--- src/rtl/pcirq_pkg.sv ---
package pcirq_pkg;
  localparam int unsigned GROUPS  = 3;
  localparam int unsigned GROUP_W = 8;
  localparam int unsigned PINS    = GROUPS * GROUP_W;
  localparam int unsigned AW      = 3;
  localparam int unsigned DW      = 8;

  localparam logic [AW-1:0] ADDR_CTRL  = 3'd0;
  localparam logic [AW-1:0] ADDR_FLAG  = 3'd1;
  localparam logic [AW-1:0] ADDR_MASK0 = 3'd2;

  // pin 15 does not exist
  localparam logic [PINS-1:0] PIN_PRESENT = 24'hFF7FFF;
endpackage

--- src/rtl/pcirq_edge.sv ---
module pcirq_edge #(
  parameter int unsigned W = 24
) (
  input  logic         clk,
  input  logic         rst_n,
  input  logic [W-1:0] d_i,
  output logic [W-1:0] chg_o
);
  logic [W-1:0] meta_q, sync_q, prev_q;

  always_ff @(posedge clk or negedge rst_n) begin
    if (!rst_n) begin
      meta_q <= '0;
      sync_q <= '0;
      prev_q <= '0;
    end else begin
      meta_q <= d_i;
      sync_q <= meta_q;
      prev_q <= sync_q;
    end
  end

  assign chg_o = sync_q ^ prev_q;
endmodule

--- src/rtl/pcirq_group.sv ---
module pcirq_group #(
  parameter int unsigned     W       = 8,
  parameter logic [W-1:0]    PRESENT = '1
) (
  input  logic         clk,
  input  logic         rst_n,
  input  logic [W-1:0] chg_i,
  input  logic         mask_wr_i,
  input  logic [W-1:0] wdata_i,
  input  logic         clr_i,
  input  logic         ack_i,
  input  logic         en_i,
  input  logic         gie_i,
  output logic [W-1:0] mask_o,
  output logic         flag_o,
  output logic         irq_o
);
  logic [W-1:0] mask_q;
  logic         flag_q;
  logic         set_evt;

  assign set_evt = |(chg_i & mask_q);

  always_ff @(posedge clk or negedge rst_n) begin
    if (!rst_n) mask_q <= '0;
    else if (mask_wr_i) mask_q <= wdata_i & PRESENT;
  end

  always_ff @(posedge clk or negedge rst_n) begin
    if (!rst_n) flag_q <= 1'b0;
    else if (set_evt) flag_q <= 1'b1;
    else if (ack_i || clr_i) flag_q <= 1'b0;
  end

  assign mask_o = mask_q;
  assign flag_o = flag_q;
  assign irq_o  = flag_q & en_i & gie_i;

  a_r10_set_wins: assert property (@(posedge clk) disable iff (!rst_n)
    set_evt |=> flag_q);
  a_r8_ack_clears: assert property (@(posedge clk) disable iff (!rst_n)
    (ack_i && !set_evt) |=> !flag_q);
  a_r9_flag_holds: assert property (@(posedge clk) disable iff (!rst_n)
    (flag_q && !ack_i && !clr_i) |=> flag_q);
  a_r4_masked_quiet: assert property (@(posedge clk) disable iff (!rst_n)
    (!flag_q && ((chg_i & mask_q) == '0)) |=> !flag_q);
endmodule

--- src/rtl/pcirq_top.sv ---
module pcirq_top
  import pcirq_pkg::*;
(
  input  logic            clk,
  input  logic            rst_n,
  input  logic [PINS-1:0] pin_i,
  input  logic            gie_i,
  input  logic [AW-1:0]   bus_addr_i,
  input  logic            bus_wr_i,
  input  logic [DW-1:0]   bus_wdata_i,
  output logic [DW-1:0]   bus_rdata_o,
  input  logic [GROUPS-1:0] ack_i,
  output logic [GROUPS-1:0] irq_o
);
  logic [PINS-1:0]    chg;
  logic [GROUPS-1:0]  en_q;
  logic [GROUPS-1:0]  flags;
  logic [GROUP_W-1:0] mask_rd [GROUPS];
  logic               wr_ctrl, wr_flag;

  assign wr_ctrl = bus_wr_i && (bus_addr_i == ADDR_CTRL);
  assign wr_flag = bus_wr_i && (bus_addr_i == ADDR_FLAG);

  pcirq_edge #(.W(PINS)) i_edge (
    .clk  (clk),
    .rst_n(rst_n),
    .d_i  (pin_i),
    .chg_o(chg)
  );

  always_ff @(posedge clk or negedge rst_n) begin
    if (!rst_n) en_q <= '0;
    else if (wr_ctrl) en_q <= bus_wdata_i[GROUPS-1:0];
  end

  for (genvar g = 0; g < GROUPS; g++) begin : g_grp
    localparam logic [AW-1:0] MASK_ADDR = ADDR_MASK0 + AW'(g);
    pcirq_group #(
      .W      (GROUP_W),
      .PRESENT(PIN_PRESENT[g*GROUP_W +: GROUP_W])
    ) i_grp (
      .clk      (clk),
      .rst_n    (rst_n),
      .chg_i    (chg[g*GROUP_W +: GROUP_W]),
      .mask_wr_i(bus_wr_i && (bus_addr_i == MASK_ADDR)),
      .wdata_i  (bus_wdata_i[GROUP_W-1:0]),
      .clr_i    (wr_flag && bus_wdata_i[g]),
      .ack_i    (ack_i[g]),
      .en_i     (en_q[g]),
      .gie_i    (gie_i),
      .mask_o   (mask_rd[g]),
      .flag_o   (flags[g]),
      .irq_o    (irq_o[g])
    );
  end

  always_comb begin
    bus_rdata_o = '0;
    if (bus_addr_i == ADDR_CTRL) bus_rdata_o = DW'(en_q);
    else if (bus_addr_i == ADDR_FLAG) bus_rdata_o = DW'(flags);
    else begin
      for (int g = 0; g < GROUPS; g++) begin
        if (bus_addr_i == ADDR_MASK0 + AW'(g)) bus_rdata_o = DW'(mask_rd[g]);
      end
    end
  end

  a_r6_irq_needs_gie: assert property (@(posedge clk) disable iff (!rst_n)
    (irq_o != '0) |-> gie_i);
  a_r2_reserved_zero: assert property (@(posedge clk) disable iff (!rst_n)
    ((bus_addr_i == ADDR_CTRL) || (bus_addr_i == ADDR_FLAG)) |-> (bus_rdata_o[DW-1:GROUPS] == '0));
  a_r5_no_pin15_mask: assert property (@(posedge clk) disable iff (!rst_n)
    (bus_addr_i == ADDR_MASK0 + AW'(1)) |-> !bus_rdata_o[7]);
endmodule

--- config.mk ---
export PLATFORM = sky130hd
export DESIGN_NAME = pcirq_top
export DESIGN_NICKNAME = d
export VERILOG_FILES = /design/src/rtl/pcirq_pkg.sv /design/src/rtl/pcirq_edge.sv /design/src/rtl/pcirq_group.sv /design/src/rtl/pcirq_top.sv
export SDC_FILE = /design/constraint.sdc
export NUM_CORES = 1
export LEC_CHECK = 0
export CORE_UTILIZATION = 57
export CTS_CLUSTER_DIAMETER = 40
export DETAILED_ROUTE_END_ITERATION = 6
export GPL_TIMING_DRIVEN = 0
export PLACE_DENSITY = 0.84
export SLEW_MARGIN = 20
export SYNTH_ARGS = -nofsm -noshare
export SYNTH_HDL_FRONTEND = slang
export SYNTH_SLANG_ARGS = --single-unit
export TNS_END_PERCENT = 1
--- constraint.sdc ---
create_clock -name clk -period 2.6 [get_ports clk]
set_input_delay 0.26 -clock clk [delete_from_list [all_inputs] [get_ports clk]]
set_output_delay 0.26 -clock clk [all_outputs]
set_load 0.01 [all_outputs]
==> results.sh, run 1 <==
export IMPL_antennaDiodeCount=0
export IMPL_grt_usage_pct=21.19
export IMPL_grt_pass1_vias=1963
export IMPL_clockBufferDepth=2
export IMPL_cts_tree="done"
export IMPL_hold_violations=0
export IMPL_critical_path_max_fanout=2
export IMPL_placedCellCount=345
export IMPL_worstPathArrival_ps=1830
export IMPL_instances_no_fill=362
export IMPL_period_share_pct=80.23
export IMPL_gp_routability_congestion=0.8014
export IMPL_overflow=0
export IMPL_layout_commonest_cell="dfrtp_1"
export IMPL_worst_setup_path_end_kind="output pin"
export IMPL_num_io_pins=53
export IMPL_required_ps=2340
export IMPL_ant_nets=0
export IMPL_final_min_clock_period_ps=2086
export IMPL_critical_path_class="reg -> out"
export IMPL_post_dp_hpwl_mm=4.224
export IMPL_clock_skew_ps=8.198
export IMPL_grt_busiest_layer="met2"
export IMPL_die_x_um=80.60
export IMPL_max_slew_margin_rel_pct=63.53
export IMPL_synth_nets=263
export IMPL_finalSetupViolCount=0
export IMPL_rows=28
export IMPL_yosys_warnings=0
export IMPL_clk_latency_ps=360
export IMPL_synth_cells=221
export IMPL_finish_net_count=324
export IMPL_maxCapViolCount=0
export IMPL_ctsResizeCount=0
export IMPL_core_um2=5956
export IMPL_portBuffers=48
export IMPL_clock_sinks=98
export IMPL_worst_r2r_setup_slack_ps=1070
export IMPL_htree_levels=3
export IMPL_synth_avg_cell_area_um2=15.93
export IMPL_status="finished clean"
export IMPL_rsz0062_at_grt="false"
export IMPL_r2r_start="i_edge.prev_q[23]$_DFF_PN0_"
export IMPL_viasPerCell=5.387
export IMPL_yosys_register_bits=98
export IMPL_grtUsageMet2_pct=32.71
export IMPL_fmax_mhz=479.4
export IMPL_hold_buffers=1
export IMPL_irDropWorstVdd_uv=416.0
export IMPL_min_path_type="in -> async"
export IMPL_routed_wl_mm=6.109
export IMPL_startpoint_type="flop"
export IMPL_area_growth_syn_to_layout_pct=22.92
export IMPL_grt_pass1_wl_mm=9.522
export IMPL_tns_ps=0
export IMPL_syn_area_um2=3521
export IMPL_report_final_slew_viol_count=0
export IMPL_powerDensity_nw_per_um2=732.6
export IMPL_grtUsageMet1_pct=26.84
export IMPL_layout_common_cells="dfrtp_1 (98), clkdlybuf4s50_1 (47), mux2_2 (25), xor2_1 (23), mux2i_1 (10)"
export IMPL_p_leak_nw=1.943
export IMPL_tightest_slew_ps=547.0
export IMPL_root_buffer="clkbuf_8"
export IMPL_seq_area_frac_synth_pct=69.65
export IMPL_synth_edf_count=0
export IMPL_antenna_found_initial=0
export IMPL_met3_usage_pct=6.250
export IMPL_grt_max_degree=72
export IMPL_dr_pass1_iters=4
export IMPL_startpoint="g_grp[2].i_grp.mask_o[6]$_DFFE_PN0P_"
export IMPL_clk_pin_slew_ps=90
export IMPL_wire_per_inst_um=16.88
export IMPL_dieArea_um2=6496
export IMPL_vias=1950
export IMPL_die_h_um=80.60
export IMPL_drc=0
export IMPL_start_util_pct=59.12
export IMPL_async_reset_ff_share_pct=100.0
export IMPL_drt_iter0_drc=85
export IMPL_drive_gt1_share_pct=20.21
export IMPL_numCtsBuffers=9
export IMPL_ys_types=28
export IMPL_post_cts_setup_buffers=0
export IMPL_synthFlopType="dfrtp_1"
==> cell type report <==
cell class              instances  area [um2]
plain buffers                   8       71.32
clock buffers                  10       127.6
clock inverters                 6       66.31
fillers                       388        1628
inverters                       4       15.01
multi-input cells             111       982.2
flip-flops and latches         98        2452
well taps                      75       93.84
repair buffers                 50       519.2
==> Yosys cell counts, types with 2 or more instances <==
| cell | number | area, um2 |
|---|---|---|
| dfrtp_1 | 98 | 2452 |
| mux2_2 | 25 | 281.5 |
| xor2_1 | 23 | 201.4 |
| mux2i_1 | 10 | 100.1 |
| a22oi_1 | 6 | 45.04 |
| nand2_1 | 6 | 22.52 |
| buf_4 | 5 | 37.54 |
| a21oi_1 | 4 | 20.02 |
| inv_1 | 4 | 15.01 |
| nor2_1 | 4 | 15.01 |
| o21ai_0 | 4 | 20.02 |
| a211o_1 | 3 | 26.28 |
| and3_1 | 3 | 18.77 |
| buf_6 | 3 | 33.78 |
| nand2b_4 | 3 | 41.29 |
| nand4_1 | 3 | 18.77 |
| o22ai_1 | 3 | 18.77 |
| a221oi_1 | 2 | 17.52 |
| a22o_1 | 2 | 17.52 |
| nor2_8 | 2 | 40.04 |
==> state kept, by name, indices dropped and copies added, names as in the netlist <==
register / cells
g_grp.i_grp.mask_o: 23
g_grp.i_grp.flag_o: 3
i_edge.prev_q: 23
en_q: 3
i_edge.meta_q: 23
i_edge.sync_q: 23
==> per-layer routing <==
metal	up-vias	share of wire [%]
met4	0	2.4
met1	989	42
met5	-	0
met2	58	50
met3	13	5.4
li1	890	-
==> path summary, 6_finish.rpt <==
| kind | cells past startpoint | endpoint |
|---|---|---|
| worst max-delay path | 3 | bus_rdata_o[6] |
| worst max register to register | 4 | g_grp[2].i_grp.flag_o$_DFFE_PN0P_ |
| worst min-delay path | 2 | i_edge.prev_q[9]$_DFF_PN0_ |
| max in group asynchronous | 3 | g_grp[1].i_grp.mask_o[4]$_DFFE_PN0P_ |
| worst min register to register | 0 | i_edge.sync_q[8]$_DFF_PN0_ |
| min in group clk | 3 | en_q[2]$_DFFE_PN0P_ |
==> worst max-delay path, cell delays in order (launching register included) <==
cell and delay, ps:
dfrtp_1 390, inv_1 60, o32ai_1 400, clkdlybuf4s50_1 610
==> logic make-up (layout without fill, tap and decap cells) <==
kind of cell,count (synthesis),in the layout,share of synthesized area (%)
AOI/OAI and AO/OA,26,26,5.224
xor gates and xnor gates,23,23,5.721
and+or+nand+nor,27,27,6.112
DFF,98,98,69.65
buffers and inverters,12,78,2.452
muxes,35,35,10.84
==> metrics by stage <==
| step | area, um2 | util [%] | hold slack, ps | total power, mW | worst slack (ps) |
|---|---|---|---|---|---|
| floorplan | 3521 | - | -35.59 | 2.022 | 1343 |
| global placement | 4095 | 68.76 | 331.0 | 2.215 | -2061 |
| detailed placement | 4124 | 69.24 | 141.6 | 2.247 | 717.7 |
| CTS | 4328 | 72.67 | 309.4 | 3.194 | 507.9 |
| global route | 4328 | 72.67 | 311.4 | 3.301 | 444.5 |
| finish | 4328 | 72.67 | 317.9 | 3.171 | 514.0 |
==> power breakdown <==
part / switching (mW) / internal, mW
logic: 0.179 / 0.255
clock network: 0.507 / 0.446
registers: 0.110 / 1.67
Power figures use the tool's default switching activity.
==> inputs of run 2 (changes only) <==
--- a/config.mk
+++ b/config.mk
@@ -5,11 +5,11 @@
 export SDC_FILE = /design/constraint.sdc
 export NUM_CORES = 1
 export LEC_CHECK = 0
-export CORE_UTILIZATION = 57
+export CORE_UTILIZATION = 53
 export CTS_CLUSTER_DIAMETER = 40
 export DETAILED_ROUTE_END_ITERATION = 6
 export GPL_TIMING_DRIVEN = 0
-export PLACE_DENSITY = 0.84
+export PLACE_DENSITY = 0.78
 export SLEW_MARGIN = 20
 export SYNTH_ARGS = -nofsm -noshare
 export SYNTH_HDL_FRONTEND = slang
==> constraint.sdc (replaced) <==
create_clock -name clk -period 2.2 [get_ports clk]
set_input_delay 0.22 -clock clk [delete_from_list [all_inputs] [get_ports clk]]
set_output_delay 0.22 -clock clk [all_outputs]
set_load 0.01 [all_outputs]
==> results.sh, run 2 (same netlist as run 1, synthesis figures left out) <==
export IMPL_status="finished clean"
export IMPL_gp_routability_congestion=0.7566
export IMPL_drive_gt1_share_pct=19.58
export IMPL_irDropWorstVdd_uv=684.1
export IMPL_r2r_start="i_edge.prev_q[23]$_DFF_PN0_"
export IMPL_num_io_pins=53
export IMPL_ant_nets=0
export IMPL_clock_sinks=98
export IMPL_worstReg2RegEnd="g_grp[2].i_grp.flag_o$_DFFE_PN0P_"
export IMPL_vias=1864
export IMPL_hold_violations=0
export IMPL_rows=29
export IMPL_wire_per_inst_um=15.56
export IMPL_area_growth_syn_to_layout_pct=22.35
export IMPL_viasPerCell=5.135
export IMPL_fin_worst_hold_slack_ps=302.2
export IMPL_die_h_um=83.51
export IMPL_min_from="pin_i[16]"
export IMPL_period_share_pct=90.53
export IMPL_clock_skew_ps=4.807
export IMPL_power_mw=3.620
export IMPL_rsz0062_at_grt="false"
export IMPL_powerDensity_nw_per_um2=840.4
export IMPL_numCtsBuffers=9
export IMPL_antenna_found_initial=0
export IMPL_grt_usage_pct=18.61
export IMPL_portBuffers=48
export IMPL_ctsResizeCount=0
export IMPL_required_ps=1980
export IMPL_hold_end="i_edge.meta_q[16]$_DFF_PN0_"
export IMPL_finish_net_count=324
export IMPL_startpoint_type="flop"
export IMPL_dr_pass1_iters=4
export IMPL_crit_chain="inv_1 -> o32ai_1 -> clkdlybuf4s50_1"
export IMPL_fmax_mhz=502.1
export IMPL_critPathSlowestCell="clkdlybuf4s50_1"
export IMPL_hold_depth=1
export IMPL_clk_latency_ps=340
export IMPL_post_dp_hpwl_mm=3.998
export IMPL_r2r_cells=4
export IMPL_tightest_slew_ps=574.5
export IMPL_max_slew_margin_rel_pct=61.41
export IMPL_clk_pin_slew_ps=80
export IMPL_clockBufferDepth=2
export IMPL_core_um2=6386
export IMPL_start_util_pct=55.13
export IMPL_maxCapViolCount=0
export IMPL_max_stage_delay_ps=610
export IMPL_drt_iter0_drc=104
export IMPL_dieArea_um2=6973
export IMPL_drc=0
export IMPL_antennaDiodeCount=0
export IMPL_layout_commonest_cell="dfrtp_1"
export IMPL_post_cts_setup_buffers=0
export IMPL_p_leak_nw=1.940
export IMPL_worst_setup_path_end_kind="output pin"
export IMPL_die_x_um=83.51
export IMPL_finalSetupViolCount=0
export IMPL_path_delay_family="buffers and inverters"
export IMPL_min_path_type="in -> reg"
export IMPL_grt_pass1_vias=1946
export IMPL_critical_path_class="reg -> out"
export IMPL_cts_tree="done"
export IMPL_grt_pass1_wl_mm=9.653
export IMPL_final_min_clock_period_ps=1992
export IMPL_routed_wl_mm=5.647
export IMPL_worstPathArrival_ps=1770
export IMPL_grt_max_degree=62
export IMPL_overflow=0
export IMPL_layout_common_cells="dfrtp_1 (98), clkdlybuf4s50_1 (47), mux2_2 (25), xor2_1 (23), clkbuf_8 (11)"
export IMPL_root_buffer="clkbuf_8"
export IMPL_worst_r2r_setup_slack_ps=760
export IMPL_critical_path_max_fanout=2
export IMPL_report_final_slew_viol_count=0
export IMPL_tns_ps=0
export IMPL_path_buf_inv=2
export IMPL_htree_levels=3
export IMPL_hold_buffers=1
run 2: changes by cell type in the layout (fill, tap and decap cells not counted), sizes merged:
cell	before	now
bufinv	1	0
inv	5	4
clkbuf	10	13
clkinvlp	3	1
run 2: layer usage:
metal	wire, um	GRT usage [%]	vias up
li1	-	-	890
met1	2486	26.21	916
met2	2769	28.02	48
met3	282	5.242	10
met4	109	7.088	0
met5	0	0	-
run 2: cell type report:
class / instances / area (um2)
Buffer: 8 / 71.32
Clock buffer: 13 / 158.9
Clock inverter: 2 / 12.51
Fill cell: 431 / 2078
Inverter: 4 / 15.01
Multi-Input combinational cell: 111 / 982.2
Sequential cell: 98 / 2452
Tap cell: 77 / 96.34
Timing Repair Buffer: 50 / 519.2
run 2: how the worst max path moves through the flow:
stage | cells past startpoint | slack [ps] | to | from
after floorplan | 5 | 980 | g_grp[0].i_grp.mask_o[0]$_DFFE_PN0P_ | bus_addr_i[2]
after CTS | 3 | 200 | bus_rdata_o[6] | g_grp[2].i_grp.mask_o[6]$_DFFE_PN0P_
after detailed placement | 5 | 370 | g_grp[0].i_grp.flag_o$_DFFE_PN0P_ | bus_wr_i
final | 3 | 210 | bus_rdata_o[6] | g_grp[2].i_grp.mask_o[6]$_DFFE_PN0P_
after global placement | 1 | -2450 | i_edge.prev_q[23]$_DFF_PN0_ | rst_n
after global routing | 3 | 140 | bus_rdata_o[6] | g_grp[2].i_grp.mask_o[6]$_DFFE_PN0P_
run 2: worst reg2reg max path, cell delays in order (launching register included):
cell and delay, ps:
dfrtp_1 380, xor2_1 160, a22o_1 250, a221oi_1 380, nand4_1 140
run 2: where the power goes:
| group | internal [mW] | switching, mW | total (mW) |
|---|---|---|---|
| clock | 0.466 | 0.548 | 1.01 |
| combinational | 0.301 | 0.200 | 0.501 |
| sequential | 1.98 | 0.127 | 2.11 |
| total | 2.75 | 0.875 | 3.62 |
run 2: through the flow:
| step | utilization (%) | cells | cell area [um2] | worst slack, ps |
|---|---|---|---|---|
| finish | 67.46 | 363 | 4308 | 208.4 |
| global route | 67.46 | 363 | 4308 | 143.5 |
| CTS | 67.46 | 363 | 4308 | 202.3 |
| detailed placement | 64.62 | 347 | 4126 | 370.2 |
| global placement | 64.17 | 346 | 4098 | -2450 |
| floorplan | - | 221 | 3521 | 983.1 |
==> inputs of run 3 (changes only) <==
--- a/config.mk
+++ b/config.mk
@@ -5,6 +5,7 @@
 export SDC_FILE = /design/constraint.sdc
 export NUM_CORES = 1
 export LEC_CHECK = 0
+export CORE_MARGIN = 2
 export CORE_UTILIZATION = 53
 export CTS_CLUSTER_DIAMETER = 40
 export DETAILED_ROUTE_END_ITERATION = 6
==> results.sh, run 3 (same netlist as run 1, synthesis figures left out) <==
export IMPL_grt_pass1_wl_mm=9.687
export IMPL_die_h_um=85.51
export IMPL_max_stage_delay_ps=620
export IMPL_max_slew_margin_rel_pct=69.02
export IMPL_overflow=0
export IMPL_placedCellCount=347
export IMPL_drive_gt1_share_pct=20.56
export IMPL_numCtsBuffers=9
export IMPL_status="finished clean"
export IMPL_worstPathArrival_ps=1830
export IMPL_clk_latency_ps=350
export IMPL_root_buffer="clkbuf_8"
export IMPL_routed_wl_mm=5.773
export IMPL_min_path_type="in -> reg"
export IMPL_vias=1932
export IMPL_path_delay_family="buffers and inverters"
export IMPL_hold_violations=0
export IMPL_dieArea_um2=7311
export IMPL_die_x_um=85.51
export IMPL_cts_tree="done"
export IMPL_layout_common_cells="dfrtp_1 (98), clkdlybuf4s50_1 (47), mux2_2 (25), xor2_1 (23)"
export IMPL_grt_pass1_vias=1975
export IMPL_seq_power_share_pct=58.0
export IMPL_rsz0062_at_grt="false"
export IMPL_finalSetupViolCount=0
export IMPL_antennaDiodeCount=0
export IMPL_pwr_share_clk_pct=28.1
export IMPL_ant_nets=0
export IMPL_clock_skew_ps=7.021
export IMPL_grt_max_degree=65
export IMPL_num_fill_cells=482
export IMPL_powerDensity_nw_per_um2=840.5
export IMPL_maxCapViolCount=0
export IMPL_power_mw=3.628
export IMPL_post_cts_setup_buffers=0
export IMPL_clk_pin_slew_ps=90
export IMPL_finish_net_count=324
export IMPL_crit_chain="inv_1 -> o32ai_1 -> clkdlybuf4s50_1"
export IMPL_report_final_slew_viol_count=0
export IMPL_period_share_pct=93.04
export IMPL_ctsResizeCount=0
export IMPL_p_sw_share_pct=25.03
export IMPL_p_int_mw=2.720
export IMPL_dr_pass1_iters=4
export IMPL_critical_path_max_fanout=2
export IMPL_register_area_um2=2452
export IMPL_required_ps=1980
export IMPL_clock_sinks=98
export IMPL_area_growth_syn_to_layout_pct=22.60
export IMPL_layout_commonest_cell="dfrtp_1"
export IMPL_rows=29
export IMPL_irDropWorstVdd_uv=546.6
export IMPL_p_leak_nw=1.943
export IMPL_tightest_slew_ps=464.7
export IMPL_multi_input_area_um2=982.2
export IMPL_post_dp_hpwl_mm=4.081
export IMPL_clockBufferDepth=2
export IMPL_fmax_mhz=488.5
export IMPL_final_min_clock_period_ps=2047
export IMPL_wire_per_inst_um=15.86
export IMPL_fin_worst_hold_slack_ps=294.5
export IMPL_combPwrFrac_pct=13.9
export IMPL_htree_levels=3
export IMPL_core_um2=6386
export IMPL_worst_setup_path_end_kind="output pin"
export IMPL_path_buf_inv=2
export IMPL_drt_iter0_drc=95
export IMPL_antenna_found_initial=0
export IMPL_tns_ps=0
export IMPL_start_util_pct=55.13
export IMPL_gp_routability_congestion=0.7851
export IMPL_instances_no_fill=364
export IMPL_switchingPower_uw=907.9
export IMPL_portBuffers=48
export IMPL_startpoint_type="flop"
export IMPL_viasPerCell=5.308
export IMPL_critPathSlowestCell="clkdlybuf4s50_1"
export IMPL_num_io_pins=53
export IMPL_critical_path_class="reg -> out"
export IMPL_drc=0
export IMPL_grt_usage_pct=17.89
[run 3: changes by cell type in the layout (fill, tap and decap cells not counted), sizes merged]
| cell | change |
|---|---|
| clkbuf | -3 |
| clkinv | +3 |
| clkinvlp | +1 |
[run 3: power by group through the flow]
stage / sequential [mW] / clock [mW] / combinational [mW]
global placement: 2.13 / 0 / 0.488
floorplan: 2.10 / 0 / 0.293
finish: 2.10 / 1.02 / 0.504
detailed placement: 2.14 / 0 / 0.507
CTS: 2.11 / 1.06 / 0.511
global route: 2.13 / 1.14 / 0.552
[run 3: worst paths after layout]
check                                                startpoint  depth (start not counted)                           endpoint  slack (ps)
max                        g_grp[2].i_grp.mask_o[6]$_DFFE_PN0P_                          3                     bus_rdata_o[6]         150
min in group asynchronous                                 rst_n                          2        i_edge.meta_q[13]$_DFF_PN0_         310
min                                                   pin_i[22]                          1        i_edge.meta_q[22]$_DFF_PN0_         290
max reg2reg                         i_edge.prev_q[23]$_DFF_PN0_                          4  g_grp[2].i_grp.flag_o$_DFFE_PN0P_         760
min reg2reg                          i_edge.meta_q[2]$_DFF_PN0_                          0         i_edge.sync_q[2]$_DFF_PN0_         350
max in group asynchronous                                 rst_n                          3        i_edge.sync_q[11]$_DFF_PN0_        1280
[run 3: cell type report]
class / count / area share (%)
Sequential cell: 98 / 56.81
Clock inverter: 6 / 0.9855
Timing Repair Buffer: 50 / 12.03
Multi-Input combinational cell: 111 / 22.75
Buffer: 8 / 1.652
Inverter: 4 / 0.3478
Clock buffer: 10 / 3.188
Tap cell: 77 / 2.232
[run 3: per-layer routing]
layer / up-vias / routed length [um] / track usage (%)
li1: 891 / - / -
met1: 980 / 2558 / 24.83
met2: 55 / 2793 / 27.56
met3: 6 / 346 / 5.197
met4: 0 / 75 / 6.061
met5: - / 0 / 0
[run 3: repair_timing]
action / 4_1_cts / 5_1_grt
hold endpoints to repair: 34 / 0
hold buffers: 1 / 0
endpoints found under the setup margin: 0 / 0
[run 3: through the flow]
step / worst slack, ps / instance area, um2 / utilization, %
global placement: -2464 / 4098 / 64.17
global route: 81.06 / 4317 / 67.59
finish: 153.1 / 4317 / 67.59
detailed placement: 396.4 / 4126 / 64.62
CTS: 143.9 / 4317 / 67.59
floorplan: 983.1 / 3521 / -
